## config.mk

```make
export PLATFORM = sky130hd
export DESIGN_NAME = pm_copy_arbiter
export DESIGN_NICKNAME = d
export VERILOG_FILES = /design/src/rtl/pmcopy_pkg.sv /design/src/rtl/pmcopy_ctrl.sv /design/src/rtl/pmcopy_dpath.sv /design/src/rtl/pm_copy_arbiter.sv
export SDC_FILE = /design/constraint.sdc
export NUM_CORES = 1
export LEC_CHECK = 0
export CAP_MARGIN = 20
export CORE_ASPECT_RATIO = 0.8
export CORE_MARGIN = 5
export CORE_UTILIZATION = 39
export CTS_CLUSTER_DIAMETER = 150
export DETAILED_ROUTE_END_ITERATION = 10
export PLACE_DENSITY = 0.86
export SLEW_MARGIN = 40
export SYNTH_ARGS = -nofsm -noshare
export SYNTH_HDL_FRONTEND = slang
export SYNTH_SLANG_ARGS = --single-unit
export TNS_END_PERCENT = 10
```

## constraint.sdc

```tcl
create_clock -name clk -period 3.15 [get_ports clk]
set_input_delay 0.945 -clock clk [delete_from_list [all_inputs] [get_ports clk]]
set_output_delay 0.945 -clock clk [all_outputs]
set_load 0.01 [all_outputs]
```

## src/rtl/pmcopy_pkg.sv

```systemverilog
package pmcopy_pkg;

  typedef enum logic [1:0] {
    ST_IDLE    = 2'd0,
    ST_ARMED   = 2'd1,
    ST_CAPTURE = 2'd2,
    ST_WRITE   = 2'd3
  } copyState_t;

  // Strobes from control to datapath
  typedef struct packed {
    logic copySrc;   // drive pmAddr from store data
    logic capDest;   // latch destination address
    logic capInstr;  // latch fetched instruction word
    logic wrStep;    // issue one copy write and advance word index
    logic blockCore; // keep core data request off the memory port
    logic hold;      // fetch-hold toward the core
  } ctlStrobe_t;

endpackage

```

## src/rtl/pmcopy_ctrl.sv

```systemverilog
module pmcopy_ctrl
  import pmcopy_pkg::*;
(
  input  logic       clk,
  input  logic       rstN,
  input  logic       coreDReq,
  input  logic       coreDWe,
  input  logic       isTrig,
  input  logic       lastWord,
  output ctlStrobe_t strb
);

  copyState_t state, stateNext;
  logic isLoad, isStore;

  assign isLoad  = coreDReq && !coreDWe;
  assign isStore = coreDReq && coreDWe;

  always_ff @(posedge clk) begin
    if (!rstN) state <= ST_IDLE;
    else       state <= stateNext;
  end

  always_comb begin
    stateNext = state;
    strb      = '0;
    unique case (state)
      ST_IDLE: begin
        if (isLoad && isTrig) begin
          strb.blockCore = 1'b1;
          stateNext      = ST_ARMED;
        end
      end
      ST_ARMED: begin
        if (isLoad && isTrig) begin
          strb.blockCore = 1'b1;
        end else if (isStore) begin
          strb.copySrc   = 1'b1;
          strb.capDest   = 1'b1;
          strb.blockCore = 1'b1;
          strb.hold      = 1'b1;
          stateNext      = ST_CAPTURE;
        end
      end
      ST_CAPTURE: begin
        strb.capInstr  = 1'b1;
        strb.blockCore = 1'b1;
        strb.hold      = 1'b1;
        stateNext      = ST_WRITE;
      end
      ST_WRITE: begin
        strb.wrStep    = 1'b1;
        strb.blockCore = 1'b1;
        if (lastWord) stateNext = ST_IDLE;
      end
      default: stateNext = ST_IDLE;
    endcase
  end

endmodule

```

## src/rtl/pmcopy_dpath.sv

```systemverilog
module pmcopy_dpath
  import pmcopy_pkg::*;
#(
  parameter int DW = 16,
  parameter int DA = 16,
  parameter int PA = 12,
  parameter int IW = 32,
  parameter logic [DA-1:0] TRIG_ADDR = '1
) (
  input  logic          clk,
  input  logic          rstN,
  input  ctlStrobe_t    strb,
  input  logic [PA-1:0] coreFetchAddr,
  output logic [IW-1:0] fetchInstr,
  input  logic          coreDReq,
  input  logic          coreDWe,
  input  logic [DA-1:0] coreDAddr,
  input  logic [DW-1:0] coreDWdata,
  output logic [DW-1:0] coreDRdata,
  output logic [PA-1:0] pmAddr,
  input  logic [IW-1:0] pmRdata,
  output logic          dmReq,
  output logic          dmWe,
  output logic [DA-1:0] dmAddr,
  output logic [DW-1:0] dmWdata,
  input  logic [DW-1:0] dmRdata,
  output logic          isTrig,
  output logic          lastWord
);

  localparam int WORDS = (IW + DW - 1) / DW;
  localparam int IDXW  = (WORDS > 1) ? $clog2(WORDS) : 1;
  localparam int PADW  = WORDS * DW;

  logic [DA-1:0]   destReg;
  logic [IW-1:0]   instrReg;
  logic [IDXW-1:0] wordIdx;
  logic [PADW-1:0] instrPad;
  logic [DW-1:0]   wordArr [WORDS];

  assign instrPad = PADW'(instrReg);

  genvar g;
  generate
    for (g = 0; g < WORDS; g++) begin : gSplit
      assign wordArr[g] = instrPad[g*DW +: DW];
    end
  endgenerate

  always_ff @(posedge clk) begin
    if (!rstN) begin
      destReg  <= '0;
      instrReg <= '0;
      wordIdx  <= '0;
    end else begin
      if (strb.capDest)  destReg <= coreDAddr;
      if (strb.capInstr) begin
        instrReg <= pmRdata;
        wordIdx  <= '0;
      end else if (strb.wrStep) begin
        wordIdx  <= lastWord ? '0 : wordIdx + 1'b1;
      end
    end
  end

  assign isTrig   = (coreDAddr == TRIG_ADDR);
  assign lastWord = (wordIdx == IDXW'(WORDS - 1));

  // Program bus sharing
  assign pmAddr     = strb.copySrc ? coreDWdata[PA-1:0] : coreFetchAddr;
  assign fetchInstr = pmRdata;

  // Data bus sharing
  always_comb begin
    if (strb.wrStep) begin
      dmReq   = 1'b1;
      dmWe    = 1'b1;
      dmAddr  = destReg + DA'(wordIdx);
      dmWdata = wordArr[wordIdx];
    end else if (strb.blockCore) begin
      dmReq   = 1'b0;
      dmWe    = 1'b0;
      dmAddr  = coreDAddr;
      dmWdata = coreDWdata;
    end else begin
      dmReq   = coreDReq;
      dmWe    = coreDWe;
      dmAddr  = coreDAddr;
      dmWdata = coreDWdata;
    end
  end

  assign coreDRdata = dmRdata;

endmodule

```

## src/rtl/pm_copy_arbiter.sv

```systemverilog
module pm_copy_arbiter
  import pmcopy_pkg::*;
#(
  parameter int DW = 16,
  parameter int DA = 16,
  parameter int PA = 12,
  parameter int IW = 32,
  parameter logic [DA-1:0] TRIG_ADDR = '1
) (
  input  logic          clk,
  input  logic          rstN,
  input  logic [PA-1:0] coreFetchAddr,
  output logic [IW-1:0] fetchInstr,
  output logic          fetchHold,
  input  logic          coreDReq,
  input  logic          coreDWe,
  input  logic [DA-1:0] coreDAddr,
  input  logic [DW-1:0] coreDWdata,
  output logic [DW-1:0] coreDRdata,
  output logic [PA-1:0] pmAddr,
  input  logic [IW-1:0] pmRdata,
  output logic          dmReq,
  output logic          dmWe,
  output logic [DA-1:0] dmAddr,
  output logic [DW-1:0] dmWdata,
  input  logic [DW-1:0] dmRdata
);

  ctlStrobe_t strb;
  logic isTrig, lastWord;

  pmcopy_ctrl uCtrl (
    .clk      (clk),
    .rstN     (rstN),
    .coreDReq (coreDReq),
    .coreDWe  (coreDWe),
    .isTrig   (isTrig),
    .lastWord (lastWord),
    .strb     (strb)
  );

  pmcopy_dpath #(
    .DW(DW), .DA(DA), .PA(PA), .IW(IW), .TRIG_ADDR(TRIG_ADDR)
  ) uDpath (
    .clk           (clk),
    .rstN          (rstN),
    .strb          (strb),
    .coreFetchAddr (coreFetchAddr),
    .fetchInstr    (fetchInstr),
    .coreDReq      (coreDReq),
    .coreDWe       (coreDWe),
    .coreDAddr     (coreDAddr),
    .coreDWdata    (coreDWdata),
    .coreDRdata    (coreDRdata),
    .pmAddr        (pmAddr),
    .pmRdata       (pmRdata),
    .dmReq         (dmReq),
    .dmWe          (dmWe),
    .dmAddr        (dmAddr),
    .dmWdata       (dmWdata),
    .dmRdata       (dmRdata),
    .isTrig        (isTrig),
    .lastWord      (lastWord)
  );

  assign fetchHold = strb.hold;

endmodule

```

==> flow_summary.yaml <==
status:
  result_of_the_run: "complete, no violations"
clock_network:
  clock_latency_ns: 0.30
  h-tree-depth: 2
  ctsLongestPathBuffers: 2
  tritoncts: "done"
  clkSinkCount: 51
  ctsHoldBuffers: 0
  tritoncts.num_buffers: 5
  clk_transition_reported_paths_ns: 0.10
  clock_tree.root_cell: "sky130_fd_sc_hd__clkbuf_8"
sta:
  final_max_slew_viol_count: 0
  rsz_0062_raised_after_global_routing: "yes"
  finalCritPeriodShare_pct: 99.6
  finalWorstPathRequiredPeriod_ns: 3.14
  setup_viol: 0
  tightestPinTransition_ns: 0.564
  clock_skew_ns: 0.00917
  hold_viol_final: 0
  fin_tns_setup_ns: 0
  fmax_ghz: 0.319
  headroom_to_the_max_slew_limit_pct: 62.4
drt:
  per_cell_routed_wire_length_um: 15.5
  drt-vias-per-instance: 4.92
  final_antenna_net_count: 0
  num_vias: 3331
  drt-initial-drc-count: 173
  wirelength_um: 10500
  total_drc_errors_in_the_routed_layout: 0
  first_pass_iteration_count_of_the_detailed_router: 4
yosys:
  netlist-cell-type-count: 38
  ys_seq_elements: 51
  postSynthCellCount: 428
  synth_flop_cell: "sky130_fd_sc_hd__dfxtp_1"
  post_synth_instance_area_um2: 3390
  synth.yosys.warnings: 0
  mappedNetlistNets: 530
  synth.yosys.seq_area_share_pct: 30.1
  synth_enable_flop_cells: 0
  postSynth.asyncResetShare_pct: 0
  syn_avg_cell_area_um2: 7.92
power_and_ir_drop:
  vdd.ir_drop.worst_v: 0.000182
  power_per_cell_area_nw_per_um2: 255
  cellLeakagePower_nw: 1.95
worst_setup_path:
  critPathRequiredTime_ns: 2.20
  worstSetupPathType: "primary input to output port"
  cp_slowest_stage_delay_ns: 0.54
  setup.worst_path.start_class: "primary input"
  combined_buffer_and_inverter_count_along_the_critical_path: 2
  worst_path_max_delay_cell: "sky130_fd_sc_hd__clkdlybuf4s50_1"
  crit_path_max_fanout: 3
  crit_chain: "clkdlybuf4s50_1 > nand4_1 > nor2_1 > o211ai_1 > a31o_2 > buf_6"
  cp_top_family: "buffers and inverters"
  worst_ep_arrival_time_ns: 2.19
  worst_setup_path_end_kind: "output port"
floorplanning:
  chipHeight_um: 93.4
  core_area_um2: 8480
  placementRows: 30
  die_area_um2: 10700
  initial_utilization_pct: 39.9
  die_w_um: 114
  num_io_pins: 191
cells_and_area:
  instances_no_fill: 677
  n_antenna_cell: 0
  area_grow_syn2layout_pct: 51.5
  multi_input_area_um2: 1950
  layout.nets: 667
  share_of_layout_cells_above_drive_strength_1_pct: 13.1
  layout.cells.most_common_list: "sky130_fd_sc_hd__clkdlybuf4s50_1, sky130_fd_sc_hd__nand2_1, sky130_fd_sc_hd__mux2i_1"
  mostFrequentLayoutCell: "sky130_fd_sc_hd__clkdlybuf4s50_1"
  final-seq-area_um2: 1020
  n_fill_cell: 792
  design_area_um2: 5130
place:
  placed_cell_area_um2: 4950
  placed_cells: 667
  gpl.final_weighted_congestion: 0.907
  io_port_bufs: 158
  dp_hpwl_um: 8210
grt:
  first_global_vias: 3381
  grt_first_pass_wirelength_um: 16400
  grt_start_max_net_pins: 54
  grt.total_usage_pct: 18.9
  antenna_found_initial: 0
  global_route.overflow_total: 0
run:
  drv_cap: 0
hold_path:
  min_path_type: "flip-flop to flip-flop"
==> cell families (layout without fill, tap and decap cells) <==
logic type | after synthesis | in the layout | share of synthesized area [%]
buffers and inverters | 77 | 214 | 14.8
and+or+nand+nor | 173 | 173 | 24.0
DFF | 51 | 51 | 30.1
xor gates and xnor gates | 11 | 11 | 2.84
muxes | 52 | 52 | 15.4
AOI/OAI and AO/OA | 58 | 58 | 10.5
adders and majority gates | 6 | 6 | 2.22
==> where the power goes <==
part	switching [mW]	internal, mW
Combinational	0.110	0.193
Sequential	0.000000402	0.644
Clock	0.209	0.152
==> sequential cells by signal, summed over array words and instances, names as in the netlist <==
signal           cells
uCtrl.state          2
uDpath.destReg      16
uDpath.instrPad     32
uDpath.lastWord      1
==> Yosys cell counts, types with 5 or more instances <==
master	instances	share of area (%)
sky130_fd_sc_hd__buf_4	49	11
sky130_fd_sc_hd__ha_1	6	2.2
sky130_fd_sc_hd__xnor2_1	7	1.8
sky130_fd_sc_hd__dfxtp_1	51	30
sky130_fd_sc_hd__nor2_1	32	3.5
sky130_fd_sc_hd__nor2b_1	34	6.3
sky130_fd_sc_hd__a21oi_1	28	4.1
sky130_fd_sc_hd__nand2_1	80	8.9
sky130_fd_sc_hd__clkbuf_1	14	1.6
sky130_fd_sc_hd__mux2i_1	50	15
sky130_fd_sc_hd__buf_2	5	0.74
sky130_fd_sc_hd__inv_1	5	0.55
sky130_fd_sc_hd__nand3_1	5	0.74
sky130_fd_sc_hd__nand4_1	7	1.3
sky130_fd_sc_hd__a21boi_0	16	3.5
==> stage by stage <==
step	power [mW]	hold slack, ns	setup slack [ns]	util (%)
floorplan	0.782	0.447	0.356	-
global placement	0.974	0.455	-0.477	58.4
CTS	1.33	0.488	-0.182	59.6
finish	1.31	0.500	0.0115	60.5
global route	1.38	0.520	-0.0502	60.5
detailed placement	0.977	0.472	-0.502	58.4
==> cell type report <==
class / count / area share [%]
sequential: 51 / 19.9
clock buffer: 5 / 1.34
inverter: 5 / 0.366
multi-input combinational: 300 / 38.0
timing repair buffer: 202 / 37.3
tap: 112 / 2.73
clock inverter: 2 / 0.268
==> worst min-delay path, cell delays in order, from the launching register on <==
cell                       delay (ns)
sky130_fd_sc_hd__dfxtp_1         0.34
sky130_fd_sc_hd__nand2_1         0.05
sky130_fd_sc_hd__a21boi_0        0.07
==> metal layers <==
metal	routed length, um	up-vias	share of wire [%]	global-route usage [%]
met4	201	0	1.9	6.13
met1	4480	1533	43	24.3
li1	-	1652	-	-
met3	739	24	7.0	4.20
met2	5100	122	48	31.3
met5	0	-	0	0
==> repair_timing <==
item	4_1_cts	5_1_grt
setup buffers	1	2
endpoints found under the setup margin	38	17
gates resized for setup	57	21
pin swaps	5	7
gates cloned	0	0
==> path summary, 6_finish.rpt <==
check                startpoint                  to  slack, ns  cells after the start
max               coreDAddr[14]               dmReq       0.01                      6
min          uDpath.destReg[15]  uDpath.destReg[15]       0.50                      2
max reg2reg      uCtrl.state[1]   uDpath.destReg[7]       1.41                      8
min reg2reg  uDpath.destReg[15]  uDpath.destReg[15]       0.50                      2
Power figures use the tool's default switching activity.
